`src/rtl/axis_join_pkg.sv`:
```
package axis_join_pkg;

  localparam int unsigned DEF_DATA_W  = 64;
  localparam int unsigned DEF_TUPLE_W = 64;
  localparam int unsigned DEF_DEST_W  = 2;

  typedef enum logic {
    PH_HEAD = 1'b0,
    PH_BODY = 1'b1
  } split_phase_e;

endpackage

```
`src/rtl/sb_hold.sv`:
```
module sb_hold #(
  parameter int unsigned TUPLE_W = 64,
  parameter int unsigned DEST_W  = 2
) (
  input  logic               clk,
  input  logic               rst_n,
  input  logic               load,
  input  logic               release_i,
  input  logic [TUPLE_W-1:0] load_tuple,
  input  logic [DEST_W-1:0]  load_dest,
  output logic               full,
  output logic [TUPLE_W-1:0] tuple,
  output logic [DEST_W-1:0]  dest
);

  logic               full_q;
  logic [TUPLE_W-1:0] tuple_q;
  logic [DEST_W-1:0]  dest_q;

  always_ff @(posedge clk) begin
    if (!rst_n) begin
      full_q <= 1'b0;
    end else if (load) begin
      full_q <= 1'b1;
    end else if (release_i) begin
      full_q <= 1'b0;
    end
  end

  always_ff @(posedge clk) begin
    if (!rst_n) begin
      tuple_q <= '0;
      dest_q  <= '0;
    end else if (load) begin
      tuple_q <= load_tuple;
      dest_q  <= load_dest;
    end
  end

  assign full  = full_q;
  assign tuple = tuple_q;
  assign dest  = dest_q;

endmodule

```
`src/rtl/tup_join.sv`:
```
module tup_join #(
  parameter int unsigned DATA_W  = 64,
  parameter int unsigned TUPLE_W = 64,
  parameter int unsigned DEST_W  = 2,
  localparam int unsigned KEEP_W = DATA_W / 8
) (
  input  logic               clk,
  input  logic               rst_n,
  input  logic               pk_tvalid,
  output logic               pk_tready,
  input  logic [DATA_W-1:0]  pk_tdata,
  input  logic [KEEP_W-1:0]  pk_tkeep,
  input  logic               pk_tlast,
  input  logic               tu_tvalid,
  output logic               tu_tready,
  input  logic [TUPLE_W-1:0] tu_tdata,
  input  logic [DEST_W-1:0]  tu_tdest,
  output logic               mg_tvalid,
  input  logic               mg_tready,
  output logic [DATA_W-1:0]  mg_tdata,
  output logic [KEEP_W-1:0]  mg_tkeep,
  output logic               mg_tlast,
  output logic [TUPLE_W-1:0] mg_tuser,
  output logic [DEST_W-1:0]  mg_tdest
);

  logic               held;
  logic [TUPLE_W-1:0] held_tuple;
  logic [DEST_W-1:0]  held_dest;
  logic               beat_go;
  logic               pkt_done;
  logic               take_tuple;

  assign beat_go    = pk_tvalid && held && mg_tready;
  assign pkt_done   = beat_go && pk_tlast;
  assign tu_tready  = !held || pkt_done;
  assign take_tuple = tu_tvalid && tu_tready;

  sb_hold #(
    .TUPLE_W(TUPLE_W),
    .DEST_W (DEST_W)
  ) u_hold (
    .clk       (clk),
    .rst_n     (rst_n),
    .load      (take_tuple),
    .release_i (pkt_done),
    .load_tuple(tu_tdata),
    .load_dest (tu_tdest),
    .full      (held),
    .tuple     (held_tuple),
    .dest      (held_dest)
  );

  always_comb begin
    pk_tready = held && mg_tready;
    mg_tvalid = held && pk_tvalid;
    mg_tdata  = pk_tdata;
    mg_tkeep  = pk_tkeep;
    mg_tlast  = pk_tlast;
    mg_tuser  = held_tuple;
    mg_tdest  = held_dest;
  end

endmodule

```
`src/rtl/side_slot.sv`:
```
module side_slot #(
  parameter int unsigned W = 8
) (
  input  logic         clk,
  input  logic         rst_n,
  input  logic         fill,
  input  logic [W-1:0] fill_data,
  output logic         empty,
  output logic         o_tvalid,
  input  logic         o_tready,
  output logic [W-1:0] o_tdata
);

  logic         full_q;
  logic [W-1:0] data_q;

  always_ff @(posedge clk) begin
    if (!rst_n) begin
      full_q <= 1'b0;
    end else if (fill) begin
      full_q <= 1'b1;
    end else if (o_tready) begin
      full_q <= 1'b0;
    end
  end

  always_ff @(posedge clk) begin
    if (!rst_n) begin
      data_q <= '0;
    end else if (fill) begin
      data_q <= fill_data;
    end
  end

  assign empty    = !full_q;
  assign o_tvalid = full_q;
  assign o_tdata  = data_q;

endmodule

```
`src/rtl/tup_split.sv`:
```
module tup_split
  import axis_join_pkg::*;
#(
  parameter int unsigned DATA_W  = 64,
  parameter int unsigned TUPLE_W = 64,
  parameter int unsigned DEST_W  = 2,
  localparam int unsigned KEEP_W = DATA_W / 8
) (
  input  logic               clk,
  input  logic               rst_n,
  input  logic               cb_tvalid,
  output logic               cb_tready,
  input  logic [DATA_W-1:0]  cb_tdata,
  input  logic [KEEP_W-1:0]  cb_tkeep,
  input  logic               cb_tlast,
  input  logic [TUPLE_W-1:0] cb_tuser,
  input  logic [DEST_W-1:0]  cb_tdest,
  output logic               sp_tvalid,
  input  logic               sp_tready,
  output logic [DATA_W-1:0]  sp_tdata,
  output logic [KEEP_W-1:0]  sp_tkeep,
  output logic               sp_tlast,
  output logic               st_tvalid,
  input  logic               st_tready,
  output logic [TUPLE_W-1:0] st_tdata,
  output logic               sd_tvalid,
  input  logic               sd_tready,
  output logic [DEST_W-1:0]  sd_tdata
);

  split_phase_e phase_q;
  logic         t_empty;
  logic         d_empty;
  logic         gate;
  logic         beat_go;
  logic         head_go;

  assign gate      = (phase_q == PH_BODY) || (t_empty && d_empty);
  assign cb_tready = sp_tready && gate;
  assign sp_tvalid = cb_tvalid && gate;
  assign sp_tdata  = cb_tdata;
  assign sp_tkeep  = cb_tkeep;
  assign sp_tlast  = cb_tlast;
  assign beat_go   = cb_tvalid && cb_tready;
  assign head_go   = beat_go && (phase_q == PH_HEAD);

  always_ff @(posedge clk) begin
    if (!rst_n) begin
      phase_q <= PH_HEAD;
    end else if (beat_go) begin
      phase_q <= cb_tlast ? PH_HEAD : PH_BODY;
    end
  end

  side_slot #(.W(TUPLE_W)) u_tslot (
    .clk      (clk),
    .rst_n    (rst_n),
    .fill     (head_go),
    .fill_data(cb_tuser),
    .empty    (t_empty),
    .o_tvalid (st_tvalid),
    .o_tready (st_tready),
    .o_tdata  (st_tdata)
  );

  side_slot #(.W(DEST_W)) u_dslot (
    .clk      (clk),
    .rst_n    (rst_n),
    .fill     (head_go),
    .fill_data(cb_tdest),
    .empty    (d_empty),
    .o_tvalid (sd_tvalid),
    .o_tready (sd_tready),
    .o_tdata  (sd_tdata)
  );

endmodule

```
`src/rtl/axis_tuple_merge_split.sv`:
```
module axis_tuple_merge_split
  import axis_join_pkg::*;
#(
  parameter int unsigned DATA_W  = DEF_DATA_W,
  parameter int unsigned TUPLE_W = DEF_TUPLE_W,
  parameter int unsigned DEST_W  = DEF_DEST_W,
  localparam int unsigned KEEP_W = DATA_W / 8
) (
  input  logic               clk,
  input  logic               rst_n,
  input  logic               pk_tvalid,
  output logic               pk_tready,
  input  logic [DATA_W-1:0]  pk_tdata,
  input  logic [KEEP_W-1:0]  pk_tkeep,
  input  logic               pk_tlast,
  input  logic               tu_tvalid,
  output logic               tu_tready,
  input  logic [TUPLE_W-1:0] tu_tdata,
  input  logic [DEST_W-1:0]  tu_tdest,
  output logic               mg_tvalid,
  input  logic               mg_tready,
  output logic [DATA_W-1:0]  mg_tdata,
  output logic [KEEP_W-1:0]  mg_tkeep,
  output logic               mg_tlast,
  output logic [TUPLE_W-1:0] mg_tuser,
  output logic [DEST_W-1:0]  mg_tdest,
  input  logic               cb_tvalid,
  output logic               cb_tready,
  input  logic [DATA_W-1:0]  cb_tdata,
  input  logic [KEEP_W-1:0]  cb_tkeep,
  input  logic               cb_tlast,
  input  logic [TUPLE_W-1:0] cb_tuser,
  input  logic [DEST_W-1:0]  cb_tdest,
  output logic               sp_tvalid,
  input  logic               sp_tready,
  output logic [DATA_W-1:0]  sp_tdata,
  output logic [KEEP_W-1:0]  sp_tkeep,
  output logic               sp_tlast,
  output logic               st_tvalid,
  input  logic               st_tready,
  output logic [TUPLE_W-1:0] st_tdata,
  output logic               sd_tvalid,
  input  logic               sd_tready,
  output logic [DEST_W-1:0]  sd_tdata
);

  tup_join #(
    .DATA_W (DATA_W),
    .TUPLE_W(TUPLE_W),
    .DEST_W (DEST_W)
  ) u_join (
    .clk      (clk),
    .rst_n    (rst_n),
    .pk_tvalid(pk_tvalid),
    .pk_tready(pk_tready),
    .pk_tdata (pk_tdata),
    .pk_tkeep (pk_tkeep),
    .pk_tlast (pk_tlast),
    .tu_tvalid(tu_tvalid),
    .tu_tready(tu_tready),
    .tu_tdata (tu_tdata),
    .tu_tdest (tu_tdest),
    .mg_tvalid(mg_tvalid),
    .mg_tready(mg_tready),
    .mg_tdata (mg_tdata),
    .mg_tkeep (mg_tkeep),
    .mg_tlast (mg_tlast),
    .mg_tuser (mg_tuser),
    .mg_tdest (mg_tdest)
  );

  tup_split #(
    .DATA_W (DATA_W),
    .TUPLE_W(TUPLE_W),
    .DEST_W (DEST_W)
  ) u_split (
    .clk      (clk),
    .rst_n    (rst_n),
    .cb_tvalid(cb_tvalid),
    .cb_tready(cb_tready),
    .cb_tdata (cb_tdata),
    .cb_tkeep (cb_tkeep),
    .cb_tlast (cb_tlast),
    .cb_tuser (cb_tuser),
    .cb_tdest (cb_tdest),
    .sp_tvalid(sp_tvalid),
    .sp_tready(sp_tready),
    .sp_tdata (sp_tdata),
    .sp_tkeep (sp_tkeep),
    .sp_tlast (sp_tlast),
    .st_tvalid(st_tvalid),
    .st_tready(st_tready),
    .st_tdata (st_tdata),
    .sd_tvalid(sd_tvalid),
    .sd_tready(sd_tready),
    .sd_tdata (sd_tdata)
  );

endmodule

```
`config.mk`:
```
export PLATFORM = sky130hd
export DESIGN_NAME = axis_tuple_merge_split
export DESIGN_NICKNAME = d
export VERILOG_FILES = /design/src/rtl/axis_join_pkg.sv /design/src/rtl/sb_hold.sv /design/src/rtl/tup_join.sv /design/src/rtl/side_slot.sv /design/src/rtl/tup_split.sv /design/src/rtl/axis_tuple_merge_split.sv
export SDC_FILE = /design/constraint.sdc
export NUM_CORES = 1
export LEC_CHECK = 0
export ABC_AREA = 1
export ABC_CLOCK_PERIOD_IN_PS = 2250
export BUFFER_PORTS_ARGS = -buffer_cell sky130_fd_sc_hd__buf_4
export CAP_MARGIN = 0
export CORE_AREA = 3 3 224 226
export DETAILED_ROUTE_END_ITERATION = 10
export DIE_AREA = 0 0 227 229
export PLACE_DENSITY = 0.44
export SETUP_SLACK_MARGIN = 0.15
export SYNTH_ARGS = -nofsm -noshare
export SYNTH_HDL_FRONTEND = slang
export SYNTH_HIERARCHICAL = 1
export SYNTH_SLANG_ARGS = --single-unit
```
`constraint.sdc`:
```
create_clock -name clk -period 2.25 [get_ports clk]
set_clock_uncertainty 0.1 [all_clocks]
set_input_delay 0.5625 -clock clk [delete_from_list [all_inputs] [get_ports clk]]
set_output_delay 0.5625 -clock clk [all_outputs]
set_load 0.02 [all_outputs]
```
==> metrics.cfg, run 1 <==
[drt]
drtAntennaViolNets=0
drt_iter0_drc=219
drt_wl_total_mm=26.72
dr_total_vias=5248
wl_per_cell_um=17.48
viasPerCell=3.432
drc=0
dr.pass1.iters=4

[global_route]
grt_pass1_wl_mm=36.65
antenna_found_initial=3
grt_usage_pct=10.05
grt_pass1_vias=5251
grt_max_degree=94
grt_overflow=0

[worst_setup_path]
ff2ff_setup_slack_ps=530
r2r_end=u_split/u_dslot/o_tdata[1]
crit_path_max_fanout=2
worstPathCellList=inv_4 > nand2_4 > nand2_2 > inv_2 > nor2_4 > buf_6
path_delay_family=flip-flops
cp-end-kind=output pin
setup.worst_path.start_class=flop
reg2reg_from=u_split/u_dslot/o_tvalid
worstSetupPathType=flop to output pin
slowest_delay_ps=340
reg2reg_depth=11
arrival_ps=1310
crit_slowest_cell=dfxtp_2
path_depth=6
worstPathRequired_ps=1590
critPathBufInv=3

[yosys]
synth_cell_types=21
ys.warnings.count=6
synth_ff_type=dfxtp_1
synthDominantCellAreaShare_pct=45.69
yosysMostFrequentCell=nor2_1
synthCells=763
synth_area_mm2=0.005959
yosys_register_bits=136
avgSynthCellArea_um2=7.811
yosys-top-cells-area=dfxtp_1, buf_4, nor2_1
synthArstFlopShare_pct=0
synth_area_leader_cell=dfxtp_1
syn-num-nets=1050
ys_seq_area_share_pct=45.69
synth_edf_count=0
synthTopCellsByCount=nor2_1, buf_4, dfxtp_1

[clock_tree]
root_buffer=clkbuf_16
htreeDepth=4
cts_buffers=17
cts_tree=built
insertion_delay_ps=460
cts.path.max_buffers=2
cts_num_sinks=136
cts.reportedPaths.clkPinSlew_ps=70
cts_hold_buf=0

[cells_and_area]
drive_above_1_share_pct=38.92
nNetsFinal=1181
antenna_cells=0
syn2layout_area_growth_pct=39.20

[run]
maxCapViolCount=0

[timing]
fin_setup_tns_ps=0
fmax_mhz=506.9
fin_hold_ws_ps=216.8
fin_crit_sh_pct=87.68
finalHoldViolCount=0
worst_pin_slew_ps=468.1
rsz0062_at_grt=true
finalSetupViolCount=0
drv_slew=0
slew_headroom_pct=68.79
layout_min_cycle_time_ps=1973

[die]
start_util_pct=12.28
die_x_um=227
die-area_mm2=0.05198
rows=81
die-height_um=229
io_pins=572
core-area_mm2=0.04855

[min_path]
min_from=cb_tuser[16]
holdPathEnd=u_split/u_tslot/o_tdata[16]
hp-class=input port to flop
hold_depth=3

[power]
power.density_mw_per_mm2=834.6
irDropWorstVdd_mv=0.6013
leakage_nw=3.881

[placement]
place_congestion=0.7309
dpl.hpwl_mm=20.46
port_buffers=283

[status]
status=completed

==> report_power, final <==
group | internal (mW) | switching, mW
registers | 2.61 | 0.105
logic | 0.559 | 0.745
clock network | 1.70 | 1.20
==> cell families (layout without fill, tap and decap cells) <==
group,after synthesis,count (layout),synth area share [%]
simple gates,280,280,17.95
flops,136,136,45.69
buf+inv,210,354,24.42
compound gates,137,137,11.95
==> state kept, by name, indices dropped and copies added (netlist names) <==
signal                    cells
u_split/u_dslot/o_tdata       2
u_join/u_hold/tuple          64
u_join/u_hold/full            1
u_split/phase_q               1
u_split/u_tslot/o_tdata      64
u_split/u_tslot/o_tvalid      1
u_split/u_dslot/o_tvalid      1
u_join/u_hold/dest            2
==> how the worst max path moves through the flow <==
stage	slack (ps)	endpoint	start
floorplan	520	u_split/u_tslot/o_tdata[52]	u_split/u_tslot/o_tvalid
global placement	200	u_split/u_tslot/o_tdata[36]	u_split/u_dslot/o_tvalid
detailed placement	150	u_split/u_tslot/o_tdata[35]	u_split/u_dslot/o_tvalid
CTS	150	sp_tvalid	u_split/u_tslot/o_tvalid
global route	150	sp_tvalid	u_split/u_tslot/o_tvalid
finish	280	sp_tvalid	u_split/u_dslot/o_tvalid
==> layer usage <==
metal	wire (um)	vias to the layer above	GRT usage, %
met1	9166	2347	9.544
met4	1508	6	6.374
met2	12520	283	15.94
li1	-	2505	-
met3	3486	107	6.601
met5	42	-	0.3795
==> through the flow <==
step / area (um^2) / total power [mW] / instances / setup WS, ps / utilization, %
global placement: 7662 / 4.093 / 1496 / 198.3 / 15.78
detailed placement: 7662 / 4.096 / 1496 / 153.8 / 15.78
finish: 8295 / 6.923 / 1529 / 277.2 / 17.09
CTS: 8293 / 7.120 / 1529 / 153.3 / 17.08
global route: 8295 / 7.297 / 1529 / 148.4 / 17.09
floorplan: 5959 / 3.754 / 763 / 524.4 / -
==> final cells by class <==
type,instances,area (um^2)
well taps,622,778.2
clock buffers,19,452.9
repair buffers,300,2310
multi-input cells,417,1797
clock inverters,13,143.9
flip-flops and latches,136,2724
inverters,22,90.09
fillers,5538,40250
==> cells in the final DEF, fill, tap and decap left out <==
master and n:
o21bai_4 1, clkinv_2 3, clkinv_4 3, nand2_4 1, inv_4 3, dfxtp_2 1, clkbuf_8 2, o21ai_0 124
bufinv_16 2, nand2_1 6, clkinvlp_4 1, inv_2 7, buf_6 2, dfxtp_1 135, inv_1 12, clkbuf_16 17
o21ai_1 8, nor2_4 2, buf_4 294, nand4_1 1, inv_6 4, nor2_1 266, nand3_1 1, buf_12 4
a31oi_1 1, nand2_2 3, a21oi_2 3
==> what timing repair did <==
action                     4_1_cts  5_1_grt
buffers inserted                 1        0
setup endpoints to repair       10       10
gates resized for setup          9        3
pin swaps                        1        0
==> worst register-to-register path: stages (launching register included) <==
cell	delay (ps)
dfxtp_2	340
inv_4	80
nand2_4	60
nand2_2	60
inv_2	60
nor2_4	90
nand3_1	90
inv_2	110
buf_12	250
inv_2	190
nor2_1	150
nor2_1	60
No activity file was read; power rests on OpenSTA's default activity.
==> run 2, diff against run 1 <==
--- a/config.mk
+++ b/config.mk
@@ -12,6 +12,7 @@
 export CORE_AREA = 3 3 224 226
 export DETAILED_ROUTE_END_ITERATION = 10
 export DIE_AREA = 0 0 227 229
+export MAX_ROUTING_LAYER = met4
 export PLACE_DENSITY = 0.44
 export SETUP_SLACK_MARGIN = 0.15
 export SYNTH_ARGS = -nofsm -noshare
==> run 2 against run 1 <==
Sequential share of layout area barely moved. Hold slack gained 1.0 ps. Routed wire length increased by 0.12%. Combinational power hardly changed. First-iteration DRC count decreased by 5.0%. Via count increased by 0.19%. Maximum frequency decreased by 0.10%. Setup slack lost 2.1 ps.
==> metrics.cfg, run 2 (synthesized netlist as in run 1, its figures left out) <==
[drt]
drc=0  ; unchanged
dr_total_vias=5258  ; was 5248
drtAntennaViolNets=0  ; unchanged
viasPerCell=3.432  ; about the same
dr.pass1.iters=4  ; unchanged
drt_iter0_drc=208  ; was 219
wl_per_cell_um=17.47  ; was 17.48 um
drt_wl_total_mm=26.76  ; was 26.72 mm

[global_route]
grt_max_degree=94  ; unchanged
grt_usage_pct=10.36  ; was 10.05%
grt_overflow=0  ; unchanged
grt_pass1_wl_mm=36.54  ; was 36.65 mm
antenna_found_initial=3  ; unchanged
grt_pass1_vias=5268  ; was 5251

[timing]
rsz0062_at_grt=true  ; unchanged
slew_headroom_pct=68.28  ; was 68.79%
setup_ws_ps=275.2  ; was 277.2 ps
fin_setup_tns_ps=0  ; unchanged
layout_min_cycle_time_ps=1975  ; was 1973 ps
fin_crit_sh_pct=87.77  ; was 87.68%
finalHoldViolCount=0  ; unchanged
worst_pin_slew_ps=475.9  ; was 468.1 ps
fin_hold_ws_ps=217.8  ; was 216.8 ps
drv_slew=0  ; unchanged
fmax_mhz=506.4  ; was 506.9 MHz
finalSetupViolCount=0  ; unchanged

[run]
maxCapViolCount=0  ; unchanged

[clock_tree]
cts_tree=built  ; unchanged
cts_hold_buf=0  ; unchanged
insertion_delay_ps=460  ; about the same
cts_buffers=17  ; unchanged
cts_num_sinks=136  ; unchanged
cts.path.max_buffers=2  ; unchanged
cts.reportedPaths.clkPinSlew_ps=70  ; about the same
htreeDepth=4  ; unchanged
root_buffer=clkbuf_16  ; unchanged

[placement]
place_congestion=0.7398  ; was 0.7309
dpl.hpwl_mm=20.46  ; unchanged
place_area_mm2=0.007662  ; unchanged
port_buffers=283  ; unchanged
place_ws_ps=153.8  ; unchanged

[worst_setup_path]
arrival_ps=1310  ; about the same
ff2ff_setup_slack_ps=530  ; about the same
reg2reg_depth=11  ; unchanged
reg2reg_from=u_split/u_tslot/o_tvalid  ; was u_split/u_dslot/o_tvalid
worstSetupPathType=flop to output pin  ; unchanged
slowest_delay_ps=340  ; about the same
r2r_end=u_split/u_tslot/o_tdata[35]  ; was u_split/u_dslot/o_tdata[1]
setup.worst_path.start_class=flop  ; unchanged
crit_slowest_cell=dfxtp_2  ; unchanged
cp-end-kind=output pin  ; unchanged
crit_path_max_fanout=2  ; unchanged
worstPathCellList=inv_4 > nand2_4 > nand2_2 > inv_2 > nor2_4 > buf_6  ; unchanged
worstPathRequired_ps=1590  ; about the same
critPathLaunch=u_split/u_dslot/o_tvalid  ; unchanged

[cells_and_area]
fillers=5535  ; was 5538
drive_above_1_share_pct=38.92  ; unchanged
syn2layout_area_growth_pct=39.32  ; was 39.20%
mostFrequentLayoutCells=buf_4, nor2_1, dfxtp_1, o21ai_0, clkbuf_16  ; unchanged
nNetsFinal=1181  ; unchanged
final_area_mm2=0.008303  ; was 0.008295 mm^2
final_common_cell=buf_4  ; unchanged

[min_path]
holdPathEnd=u_split/u_tslot/o_tdata[16]  ; unchanged
min_from=cb_tuser[16]  ; unchanged
hp-class=input port to flop  ; unchanged
hold_depth=3  ; unchanged

[die]
start_util_pct=12.28  ; unchanged
die-area_mm2=0.05198  ; unchanged
die_x_um=227  ; unchanged
die-height_um=229  ; unchanged
rows=81  ; unchanged
io_pins=572  ; unchanged
core-area_mm2=0.04855  ; unchanged

[power]
irDropWorstVdd_mv=0.6007  ; was 0.6013 mV
leakage_nw=3.881  ; about the same
power.density_mw_per_mm2=834.7  ; was 834.6 mW/mm^2
p_total_mw=6.931  ; was 6.923 mW

[status]
status=completed  ; unchanged

-- run 2: final cells by class --
class	instances	area (um^2)	area share (%)
tap	622	778.2	9.373
antenna	3	7.507	0.09042
inverter	22	90.09	1.085
sequential	136	2724	32.81
timing repair buffer	300	2310	27.82
multi-input combinational	417	1797	21.64
clock inverter	13	143.9	1.733
clock buffer	19	452.9	5.455
-- run 2: how the worst max path moves through the flow --
stage	to	slack, ps	cells after the start
after floorplan	u_split/u_tslot/o_tdata[52]	520	13
after global placement	u_split/u_tslot/o_tdata[36]	200	11
after detailed placement	u_split/u_tslot/o_tdata[35]	150	11
after CTS	sp_tvalid	150	6
after global routing	sp_tvalid	150	6
final	sp_tvalid	280	6
-- run 2: what timing repair did --
action | CTS | global route
resized for setup | 9 | 3
cloned | 0 | 0
buffers inserted | 1 | 0
setup endpoints to repair | 10 | 10
pin swaps | 1 | 0
-- run 2: where the power goes --
part | total [mW] | switching [mW] | internal (mW)
clock | 2.91 | 1.21 | 1.70
sequential | 2.72 | 0.106 | 2.61
combinational | 1.30 | 0.745 | 0.559
total | 6.93 | 2.06 | 4.87
-- run 2: critical path: cells and delay by family, from the launching register on --
family	cells	cell delay [ps]
buf+inv	3	280
simple gates	3	230
flops	1	340
-- run 2: layer usage --
layer  part of all wire [%]  wire [um]  global-route usage [%]  vias to the layer above
met2                     46      12440                   15.91                      277
met1                     36       9516                   9.920                     2362
li1                       -          -                       -                     2508
met3                     12       3280                   6.114                      111
met5                      0          0                       -                        -
met4                    5.7       1519                   6.433                        0
-- run 2: through the flow --
| step | utilization, % | std cells |
|---|---|---|
| after floorplan | - | 763 |
| after global placement | 15.78 | 1496 |
| after detailed placement | 15.78 | 1496 |
| after CTS | 17.08 | 1529 |
| after global routing | 17.10 | 1532 |
| final | 17.10 | 1532 |
==> run 3, diff against run 2 <==
--- a/config.mk
+++ b/config.mk
@@ -13,7 +13,7 @@
 export DETAILED_ROUTE_END_ITERATION = 10
 export DIE_AREA = 0 0 227 229
 export MAX_ROUTING_LAYER = met4
-export PLACE_DENSITY = 0.44
+export PLACE_DENSITY = 0.45
 export SETUP_SLACK_MARGIN = 0.15
 export SYNTH_ARGS = -nofsm -noshare
 export SYNTH_HDL_FRONTEND = slang
==> run 3 against run 2 <==
First-iteration DRC count increased by 8.7%. Combinational power about the same. Cell area decreased by 0.23%. Clock-buffer cell count decreased by 2. Sequential share of layout area increased by 0.10 points. Register-to-register slack got worse by 50 ps. Via count about the same. Total power decreased by 0.51%. Die area unchanged. Sequential power about the same.
==> metrics.cfg, run 3 (synthesized netlist as in run 1, its figures left out) <==
[status]
status=completed  ; unchanged

[global_route]
grt_usage_pct=10.16  ; was 10.36%
grt_overflow=0  ; unchanged
grt_max_degree=73  ; was 94
grt_pass1_wl_mm=36.56  ; was 36.54 mm
antenna_found_initial=1  ; was 3
grt_pass1_vias=5415  ; was 5268

[clock_tree]
cts_hold_buf=0  ; unchanged
insertion_delay_ps=460  ; about the same
cts_num_sinks=136  ; unchanged
cts.path.max_buffers=2  ; unchanged
cts_buffers=17  ; unchanged
cts.reportedPaths.clkPinSlew_ps=70  ; about the same
htreeDepth=4  ; unchanged
root_buffer=clkbuf_16  ; unchanged
cts_tree=built  ; unchanged

[timing]
slew_headroom_pct=71.46  ; was 68.28%
fin_crit_sh_pct=87.49  ; was 87.77%
rsz0062_at_grt=false  ; was true
finalHoldViolCount=0  ; unchanged
setup_ws_ps=281.4  ; was 275.2 ps
fmax_mhz=508.0  ; was 506.4 MHz
finalSetupViolCount=0  ; unchanged
fin_hold_ws_ps=218.9  ; was 217.8 ps
worst_pin_slew_ps=428.1  ; was 475.9 ps
fin_setup_tns_ps=0  ; unchanged
layout_min_cycle_time_ps=1969  ; was 1975 ps
drv_slew=0  ; unchanged

[power]
leakage_nw=3.875  ; was 3.881 nW
p_total_mw=6.895  ; was 6.931 mW
irDropWorstVdd_mv=0.6313  ; was 0.6007 mV
power.density_mw_per_mm2=832.3  ; was 834.7 mW/mm^2

[worst_setup_path]
cp-end-kind=output pin  ; unchanged
arrival_ps=1310  ; about the same
path_delay_family=flip-flops  ; unchanged
setup.worst_path.start_class=flop  ; unchanged
worstPathRequired_ps=1590  ; about the same
crit_slowest_cell=dfxtp_4  ; was dfxtp_2
critPathBufInv=3  ; unchanged
crit_path_max_fanout=3  ; was 2
slowest_delay_ps=360  ; was 340 ps
worstSetupPathType=flop to output pin  ; unchanged
worstPathCellList=inv_2 > nand2_2 > nand2_2 > inv_2 > nor2_2 > buf_6  ; was inv_4 > nand2_4 > nand2_2 > inv_2 > nor2_4 > buf_6

[drt]
drc=0  ; unchanged
drt_wl_total_mm=26.03  ; was 26.76 mm
wl_per_cell_um=17.00  ; was 17.47 um
drtAntennaViolNets=0  ; unchanged
viasPerCell=3.433  ; was 3.432
dr_total_vias=5256  ; was 5258
drt_iter0_drc=226  ; was 208
dr.pass1.iters=5  ; was 4

[die]
io_pins=572  ; unchanged
die-area_mm2=0.05198  ; unchanged
die-height_um=229  ; unchanged
die_x_um=227  ; unchanged
core-area_mm2=0.04855  ; unchanged
start_util_pct=12.28  ; unchanged
rows=81  ; unchanged

[cells_and_area]
syn2layout_area_growth_pct=39.01  ; was 39.32%
drive_above_1_share_pct=38.94  ; was 38.92%
instances_no_fill=1531  ; was 1532
antenna_cells=0  ; was 3
final_area_mm2=0.008284  ; was 0.008303 mm^2
nNetsFinal=1183  ; was 1181
fin_util_pct=17.06  ; was 17.10%
final_common_cell=buf_4  ; unchanged
mostFrequentLayoutCells=buf_4, nor2_1, dfxtp_1, o21ai_0, clkbuf_16  ; unchanged

[placement]
port_buffers=283  ; unchanged
place_area_mm2=0.007672  ; was 0.007662 mm^2
dp_cells=1499  ; was 1496
place_ws_ps=53.90  ; was 153.8 ps
dpl.hpwl_mm=19.93  ; was 20.46 mm
place_congestion=0.7665  ; was 0.7398

[run]
maxCapViolCount=0  ; unchanged

[min_path]
hp-class=input port to flop  ; unchanged

[run 3: layout make-up]
class / instances / area (um^2)
clock inverters: 15 / 167.7
flip-flops and latches: 136 / 2726
fillers: 5510 / 40260
clock buffers: 17 / 425.4
well taps: 622 / 778.2
multi-input cells: 417 / 1787
repair buffers: 302 / 2312
inverters: 22 / 87.58
[run 3: layer usage]
metal | part of all wire [%] | track usage, %
met1 | 36 | 10.08
met2 | 47 | 15.44
met3 | 11 | 4.819
met4 | 6.5 | 7.590
met5 | 0 | -
[run 3: worst paths after layout]
path                                   start                           to  slack (ps)  cells past startpoint
hold / removal                   cb_tdest[1]   u_split/u_dslot/o_tdata[1]         220                      3
setup reg to reg    u_split/u_tslot/o_tvalid  u_split/u_tslot/o_tdata[20]         480                     11
setup / recovery    u_split/u_tslot/o_tvalid                    sp_tvalid         280                      6
hold reg to reg   u_split/u_tslot/o_tdata[8]   u_split/u_tslot/o_tdata[8]         390                      2
[run 3: power by group]
| group | switching, mW | internal (mW) |
|---|---|---|
| Clock | 1.23 | 1.65 |
| Combinational | 0.735 | 0.558 |
| Sequential | 0.107 | 2.61 |
| Total | 2.07 | 4.82 |
[run 3: repair_timing]
action | 4_1_cts | 5_1_grt
buffers inserted | 0 | 0
gates resized for setup | 5 | 3
setup endpoints to repair | 50 | 2
endpoints found under the hold margin | 0 | 0
[run 3: worst register-to-register path, cell delays in order (launching register included)]
cell	delay [ps]
dfxtp_4	370
inv_2	50
nand2_2	80
nand2_2	60
inv_2	80
nor2_4	40
nand3_1	70
inv_2	70
inv_4	310
buf_4	300
nor2_1	70
nor2_1	110
